===== src/rtl/oh_bridge_pkg.sv =====
`timescale 1ns/1ps
package oh_bridge_pkg;
  localparam int unsigned GRP_RAILS = 4;

  typedef enum logic [1:0] {TX_IDLE, TX_HOLD, TX_RTZ} tx_state_e;
  typedef enum logic [1:0] {RX_IDLE, RX_OFFER, RX_RTZ} rx_state_e;

  function automatic logic [GRP_RAILS-1:0] pair_to_rails(input logic [1:0] v);
    return 4'b0001 << v;
  endfunction

  function automatic logic [1:0] rails_to_pair(input logic [GRP_RAILS-1:0] r);
    return {r[3] | r[2], r[3] | r[1]};
  endfunction
endpackage


===== src/rtl/oh_completion.sv =====
`timescale 1ns/1ps
module oh_completion #(
  parameter int GROUPS = 4
) (
  input  logic [4*GROUPS-1:0] rails_i,
  output logic                all_valid_o,
  output logic                all_empty_o,
  output logic                any_multi_o
);
  logic [GROUPS-1:0] grp_any;
  logic [GROUPS-1:0] grp_multi;

  for (genvar g = 0; g < GROUPS; g++) begin : g_grp
    logic [3:0] r;
    assign r            = rails_i[4*g +: 4];
    assign grp_any[g]   = |r;
    assign grp_multi[g] = (r[0] & (r[1] | r[2] | r[3])) |
                          (r[1] & (r[2] | r[3])) |
                          (r[2] & r[3]);
  end

  assign all_valid_o = &(grp_any & ~grp_multi);
  assign all_empty_o = ~|grp_any;
  assign any_multi_o = |grp_multi;
endmodule


===== src/rtl/oh_word_codec.sv =====
`timescale 1ns/1ps
module oh_word_codec
  import oh_bridge_pkg::*;
#(
  parameter int GROUPS = 4
) (
  input  logic [2*GROUPS-1:0] enc_data_i,
  output logic [4*GROUPS-1:0] enc_rails_o,
  input  logic [4*GROUPS-1:0] dec_rails_i,
  output logic [2*GROUPS-1:0] dec_data_o
);
  for (genvar g = 0; g < GROUPS; g++) begin : g_pair
    assign enc_rails_o[4*g +: 4] = pair_to_rails(enc_data_i[2*g +: 2]);
    assign dec_data_o[2*g +: 2]  = rails_to_pair(dec_rails_i[4*g +: 4]);
  end
endmodule


===== src/rtl/oh_tx_fsm.sv =====
`timescale 1ns/1ps
module oh_tx_fsm
  import oh_bridge_pkg::*;
#(
  parameter int RAIL_W = 16
) (
  input  logic              clk,
  input  logic              rst_n,
  input  logic              src_req_i,
  input  logic [RAIL_W-1:0] enc_rails_i,
  output logic              src_ack_o,
  output logic [RAIL_W-1:0] txr_rails_o,
  input  logic              txr_ack_i,
  input  logic              txr_full_i
);
  tx_state_e         state_q, state_d;
  logic [RAIL_W-1:0] rails_q, rails_d;
  logic              ack_q, ack_d;
  logic              rails_en, ack_en;

  always_comb begin
    state_d  = state_q;
    rails_d  = rails_q;
    ack_d    = ack_q;
    rails_en = 1'b0;
    ack_en   = 1'b0;
    case (state_q)
      TX_IDLE: if (src_req_i && !txr_ack_i) begin
        rails_d  = enc_rails_i;
        rails_en = 1'b1;
        state_d  = TX_HOLD;
      end
      TX_HOLD: if (txr_ack_i && txr_full_i) begin
        rails_d  = '0;
        rails_en = 1'b1;
        ack_d    = 1'b1;
        ack_en   = 1'b1;
        state_d  = TX_RTZ;
      end
      TX_RTZ: if (!src_req_i && !txr_ack_i) begin
        ack_d   = 1'b0;
        ack_en  = 1'b1;
        state_d = TX_IDLE;
      end
      default: state_d = TX_IDLE;
    endcase
  end

  always_ff @(posedge clk or negedge rst_n) begin
    if (!rst_n) begin
      state_q <= TX_IDLE;
      rails_q <= '0;
      ack_q   <= 1'b0;
    end else begin
      state_q <= state_d;
      if (rails_en) rails_q <= rails_d;
      if (ack_en)   ack_q   <= ack_d;
    end
  end

  assign src_ack_o   = ack_q;
  assign txr_rails_o = rails_q;

  a_r3_ack_after_full: assert property (@(posedge clk) disable iff (!rst_n)
    $rose(src_ack_o) |-> $past(txr_ack_i && txr_full_i));
  a_r2_rtz_with_ack: assert property (@(posedge clk) disable iff (!rst_n)
    $rose(src_ack_o) |-> (txr_rails_o == '0));
  a_r4_hold_stable: assert property (@(posedge clk) disable iff (!rst_n)
    (txr_full_i && !txr_ack_i) |=> $stable(txr_rails_o));
endmodule


===== src/rtl/oh_rx_fsm.sv =====
`timescale 1ns/1ps
module oh_rx_fsm
  import oh_bridge_pkg::*;
#(
  parameter int DATA_W = 8
) (
  input  logic              clk,
  input  logic              rst_n,
  input  logic              rxr_full_i,
  input  logic              rxr_empty_i,
  input  logic              rxr_multi_i,
  input  logic [DATA_W-1:0] dec_data_i,
  output logic              rxr_ack_o,
  output logic              snk_req_o,
  output logic [DATA_W-1:0] snk_data_o,
  input  logic              snk_ack_i,
  output logic              err_o
);
  rx_state_e         state_q, state_d;
  logic [DATA_W-1:0] data_q;
  logic              data_en;
  logic              req_q, req_d, req_en;
  logic              ack_q, ack_d, ack_en;
  logic              err_q, err_en;

  always_comb begin
    state_d = state_q;
    data_en = 1'b0;
    req_d   = req_q;
    req_en  = 1'b0;
    ack_d   = ack_q;
    ack_en  = 1'b0;
    case (state_q)
      RX_IDLE: if (rxr_full_i && !snk_ack_i) begin
        data_en = 1'b1;
        req_d   = 1'b1;
        req_en  = 1'b1;
        state_d = RX_OFFER;
      end
      RX_OFFER: if (snk_ack_i) begin
        req_d   = 1'b0;
        req_en  = 1'b1;
        ack_d   = 1'b1;
        ack_en  = 1'b1;
        state_d = RX_RTZ;
      end
      RX_RTZ: if (rxr_empty_i && !snk_ack_i) begin
        ack_d   = 1'b0;
        ack_en  = 1'b1;
        state_d = RX_IDLE;
      end
      default: state_d = RX_IDLE;
    endcase
    err_en = rxr_multi_i && !err_q;
  end

  always_ff @(posedge clk or negedge rst_n) begin
    if (!rst_n) begin
      state_q <= RX_IDLE;
      data_q  <= '0;
      req_q   <= 1'b0;
      ack_q   <= 1'b0;
      err_q   <= 1'b0;
    end else begin
      state_q <= state_d;
      if (data_en) data_q <= dec_data_i;
      if (req_en)  req_q  <= req_d;
      if (ack_en)  ack_q  <= ack_d;
      if (err_en)  err_q  <= 1'b1;
    end
  end

  assign snk_req_o  = req_q;
  assign snk_data_o = data_q;
  assign rxr_ack_o  = ack_q;
  assign err_o      = err_q;

  a_r7_ack_after_sink: assert property (@(posedge clk) disable iff (!rst_n)
    $rose(rxr_ack_o) |-> $past(snk_ack_i));
  a_r6_data_stable: assert property (@(posedge clk) disable iff (!rst_n)
    (snk_req_o && $past(snk_req_o)) |-> $stable(snk_data_o));
  a_r8_drop_on_empty: assert property (@(posedge clk) disable iff (!rst_n)
    $fell(rxr_ack_o) |-> $past(rxr_empty_i));
  a_r10_err_sticky: assert property (@(posedge clk) disable iff (!rst_n)
    $past(err_o) |-> err_o);
endmodule


===== src/rtl/oh_channel_bridge.sv =====
`timescale 1ns/1ps
module oh_channel_bridge #(
  parameter  int DATA_W = 8,
  localparam int RAIL_W = 2 * DATA_W
) (
  input  logic              clk,
  input  logic              rst_n,
  input  logic              src_req_i,
  input  logic [DATA_W-1:0] src_data_i,
  output logic              src_ack_o,
  output logic [RAIL_W-1:0] txr_rails_o,
  input  logic              txr_ack_i,
  input  logic [RAIL_W-1:0] rxr_rails_i,
  output logic              rxr_ack_o,
  output logic              snk_req_o,
  output logic [DATA_W-1:0] snk_data_o,
  input  logic              snk_ack_i,
  output logic              rx_full_o,
  output logic              rx_empty_o,
  output logic              rx_err_o
);
  localparam int GROUPS = DATA_W / 2;

  if ((DATA_W % 2) != 0 || DATA_W < 2) begin : g_bad_width
    $error("DATA_W must be a positive even number");
  end

  logic [RAIL_W-1:0] enc_rails;
  logic [DATA_W-1:0] dec_data;
  logic              tx_full, tx_empty, tx_multi;
  logic              rx_multi;

  oh_word_codec #(.GROUPS(GROUPS)) u_codec (
    .enc_data_i (src_data_i),
    .enc_rails_o(enc_rails),
    .dec_rails_i(rxr_rails_i),
    .dec_data_o (dec_data)
  );

  oh_completion #(.GROUPS(GROUPS)) u_tx_cd (
    .rails_i    (txr_rails_o),
    .all_valid_o(tx_full),
    .all_empty_o(tx_empty),
    .any_multi_o(tx_multi)
  );

  oh_completion #(.GROUPS(GROUPS)) u_rx_cd (
    .rails_i    (rxr_rails_i),
    .all_valid_o(rx_full_o),
    .all_empty_o(rx_empty_o),
    .any_multi_o(rx_multi)
  );

  oh_tx_fsm #(.RAIL_W(RAIL_W)) u_tx (
    .clk        (clk),
    .rst_n      (rst_n),
    .src_req_i  (src_req_i),
    .enc_rails_i(enc_rails),
    .src_ack_o  (src_ack_o),
    .txr_rails_o(txr_rails_o),
    .txr_ack_i  (txr_ack_i),
    .txr_full_i (tx_full)
  );

  oh_rx_fsm #(.DATA_W(DATA_W)) u_rx (
    .clk        (clk),
    .rst_n      (rst_n),
    .rxr_full_i (rx_full_o),
    .rxr_empty_i(rx_empty_o),
    .rxr_multi_i(rx_multi),
    .dec_data_i (dec_data),
    .rxr_ack_o  (rxr_ack_o),
    .snk_req_o  (snk_req_o),
    .snk_data_o (snk_data_o),
    .snk_ack_i  (snk_ack_i),
    .err_o      (rx_err_o)
  );

  // forward rails always carry either a whole valid word or nothing
  a_r1_tx_whole_word: assert property (@(posedge clk) disable iff (!rst_n)
    !tx_multi && (tx_full || tx_empty));
endmodule


===== config.mk =====
export PLATFORM = sky130hd
export DESIGN_NAME = oh_channel_bridge
export DESIGN_NICKNAME = d
export VERILOG_FILES = /design/src/rtl/oh_bridge_pkg.sv /design/src/rtl/oh_completion.sv /design/src/rtl/oh_word_codec.sv /design/src/rtl/oh_tx_fsm.sv /design/src/rtl/oh_rx_fsm.sv /design/src/rtl/oh_channel_bridge.sv
export SDC_FILE = /design/constraint.sdc
export NUM_CORES = 1
export LEC_CHECK = 0
export BUFFER_PORTS_ARGS = -buffer_cell sky130_fd_sc_hd__buf_2
export CAP_MARGIN = 20
export CORE_UTILIZATION = 46
export CTS_CLUSTER_DIAMETER = 150
export CTS_CLUSTER_SIZE = 30
export DETAILED_ROUTE_END_ITERATION = 10
export PLACE_DENSITY = 0.81
export SLEW_MARGIN = 40
export SYNTH_ARGS = -nofsm -noshare
export SYNTH_HDL_FRONTEND = slang
export SYNTH_SLANG_ARGS = --single-unit

===== constraint.sdc =====
create_clock -name clk -period 2.2 [get_ports clk]
set_input_delay 0.22 -clock clk [delete_from_list [all_inputs] [get_ports clk]]
set_output_delay 0.22 -clock clk [all_outputs]
set_load 0.03 [all_outputs]

==> impl_metrics.tcl <==
set metrics [dict create \
    status "complete, but fails checks" \
    violations "hold timing" \
    drc 0 \
    ys_seq_area_frac 0.4501 \
    grtUsageTotal 0.2066 \
    std_cell_rows 22 \
    clk_latency_ps 280 \
    cts_setup_buffers 0 \
    powerDensity_nw_per_um2 1137 \
    port_buffers 58 \
    worst_path_largest_cell_delay_ps 420 \
    die_w_um 64.19 \
    vias_per_cell 5.533 \
    path_class "reg2reg" \
    cp_top_family "compound AO/OA/AOI/OAI gates" \
    drv_slew 0 \
    drt_iter0_drc 47 \
    syn_to_final_growth_pct 23.42 \
    die_h_um 64.19 \
    cts-htree-levels 2 \
    drive_gt1_frac 0.3210 \
    totalWireLength_um 3851 \
    tns_ps 0 \
    avgSynthCellArea_um2 9.884 \
    antennaDiodeCount 0 \
    tightest_slew_ps 696.0 \
    dr.pass1.iters 4 \
    final_common_cell "buf_2" \
    whs_ps -16.03 \
    ioPinCount 59 \
    syn-num-nets 216 \
    synth_cell_types 43 \
    setup_viol 0 \
    layout.cells.non_filler 291 \
    dieArea_um2 4120 \
    dp.cells 283 \
    clk_pin_slew_worst_paths_ps 60 \
    fin_crit_sh 0.8034 \
    postSynthCellCount 180 \
    max-vdd-ir-drop_mv 0.3849 \
    hold_path.class "in2async" \
    cp.arrival_ps 1930 \
    yosysWarnings 0 \
    required_ps 2360 \
    cts_tree "done" \
    fmax_mhz 565.8 \
    placed_cell_area_um2 2106 \
    nets 278 \
    max_cap_violations 0 \
    antenna_found_initial 0 \
    skew_ps 5.513 \
    leakage_nw 1.108 \
    clk_path_buf_depth 2 \
    root_buffer "clkbuf_8" \
    rsz0062_at_grt "no" \
    start_util 0.4824 \
    drtAntennaViolNets 0 \
    worstPathCellList "or3_4, o21ai_2, a31o_4, o211ai_4, a22o_1" \
    cts_hold_buf 0 \
    dp_hpwl_um 2977 \
    slew_headroom 0.5360 \
    crit_slowest_cell "dfrtp_1" \
    wire_per_inst_um 13.23 \
    clock-sinks 32 \
    numCtsBuffers 5 \
    synth-seq-cells 32 \
    worst-path-buf-inv 0 \
    place.gp.congestion 0.8424 \
    grt_max_degree 33 \
    grt_overflow 0 \
    cts_resized 0 \
    num_vias 1610 \
    hold_viol 32 \
    grt_pass1_wl_um 6561 \
    layout_common_cells "58 x buf_2, 32 x dfrtp_1, 19 x nand2_1, 19 x nor2_1, 11 x inv_1" \
    syn-cell-area_um2 1779 \
    final_area_um2 2196 \
    start_kind "flip-flop" \
    grt_pass1_vias 1569 \
    worstSetupEndpointType "flip-flop" \
    design.core.area_um2 3689 \
    cp_max_fo 16 \
    final.min_clock_period_ps 1768 \
]
[final cells by class]
| class | count | area, um^2 |
|---|---|---|
| Inverter | 12 | 45.04 |
| Multi-Input combinational cell | 133 | 909.6 |
| Clock buffer | 8 | 90.09 |
| Fill cell | 349 | 1493 |
| Sequential cell | 32 | 800.8 |
| Timing Repair Buffer | 58 | 290.3 |
| Tap cell | 48 | 60.06 |
[routing by layer]
metal | wire length (um) | track usage
met1 | 1595 | 0.2196
met2 | 1967 | 0.3803
met3 | 234 | 0.06071
met4 | 53 | 0.08056
met5 | 0 | 0
[final timing paths]
| kind | start | endpoint | slack, ps | cells after the start |
|---|---|---|---|---|
| setup / recovery | u_tx.txr_rails_o[3]$_DFFE_PN0P_ | u_tx.txr_rails_o[13]$_DFFE_PN0P_ | 430 | 5 |
| hold / removal | rst_n | u_tx.txr_rails_o[1]$_DFFE_PN0P_ | -20 | 1 |
| setup reg to reg | u_tx.txr_rails_o[3]$_DFFE_PN0P_ | u_tx.txr_rails_o[13]$_DFFE_PN0P_ | 430 | 5 |
| hold reg to reg | u_rx.err_o$_DFFE_PN0P_ | u_rx.err_o$_DFFE_PN0P_ | 480 | 1 |
| max in group asynchronous | rst_n | u_tx.state_q[1]$_DFFE_PN0P_ | 1760 | 1 |
| min in group clk | src_data_i[6] | u_tx.txr_rails_o[14]$_DFFE_PN0P_ | 160 | 2 |
[sequential cells by signal, indices dropped and copies added (netlist names)]
signal and flops:
u_tx.src_ack_o 1, u_rx.rxr_ack_o 1, u_rx.state_q 2, u_tx.state_q 2, u_rx.snk_req_o 1, u_rx.snk_data_o 8
u_rx.err_o 1, u_tx.txr_rails_o 16
[cell families after synthesis]
kind of cell               synth area share
DFF                                  0.4501
xor gates and xnor gates            0.01477
adders and majority gates           0.04922
AOI/OAI and AO/OA                    0.2433
muxes                               0.01195
and+or+nand+nor                      0.1920
buffers and inverters               0.03867
[power breakdown]
| part | switching, mW | internal (mW) | total [mW] |
|---|---|---|---|
| registers | 0.143 | 0.733 | 0.876 |
| logic | 0.739 | 0.433 | 1.17 |
| clock network | 0.194 | 0.255 | 0.449 |
| total | 1.08 | 1.42 | 2.50 |
[metrics by stage]
stage | setup slack, ps | power [mW] | util
floorplan | 382.7 | 1.765 | -
global placement | 413.4 | 2.023 | 0.5709
detailed placement | 343.7 | 2.054 | 0.5709
CTS | 427.2 | 2.523 | 0.5953
global route | 376.6 | 2.659 | 0.5953
finish | 432.5 | 2.497 | 0.5953
[cell usage after synthesis, drive strengths merged]
cell / n / area share
nor3: 6 / 0.023
nor4: 5 / 0.032
o41ai: 1 / 0.0049
inv: 11 / 0.023
mux2i: 1 / 0.0056
buf: 3 / 0.013
a22o: 4 / 0.020
a31o: 1 / 0.0098
clkinv: 1 / 0.0021
or3: 1 / 0.0063
o21a: 1 / 0.0042
dfrtp: 32 / 0.45
and3: 1 / 0.0035
o211ai: 1 / 0.012
a32o: 4 / 0.023
o2bb2ai: 4 / 0.023
mux2: 1 / 0.0063
ha: 7 / 0.049
xnor2: 3 / 0.015
a21o: 4 / 0.017
nand4: 3 / 0.014
nand3: 6 / 0.020
nand2: 19 / 0.040
nor2: 19 / 0.040
a22oi: 5 / 0.021
a21oi: 2 / 0.0077
nand2b: 2 / 0.0070
o32ai: 1 / 0.0049
nor2b: 2 / 0.0070
o31ai: 6 / 0.025
a31oi: 4 / 0.014
o21ai: 18 / 0.053
a211oi: 1 / 0.0042
Power figures use the tool's default switching activity.
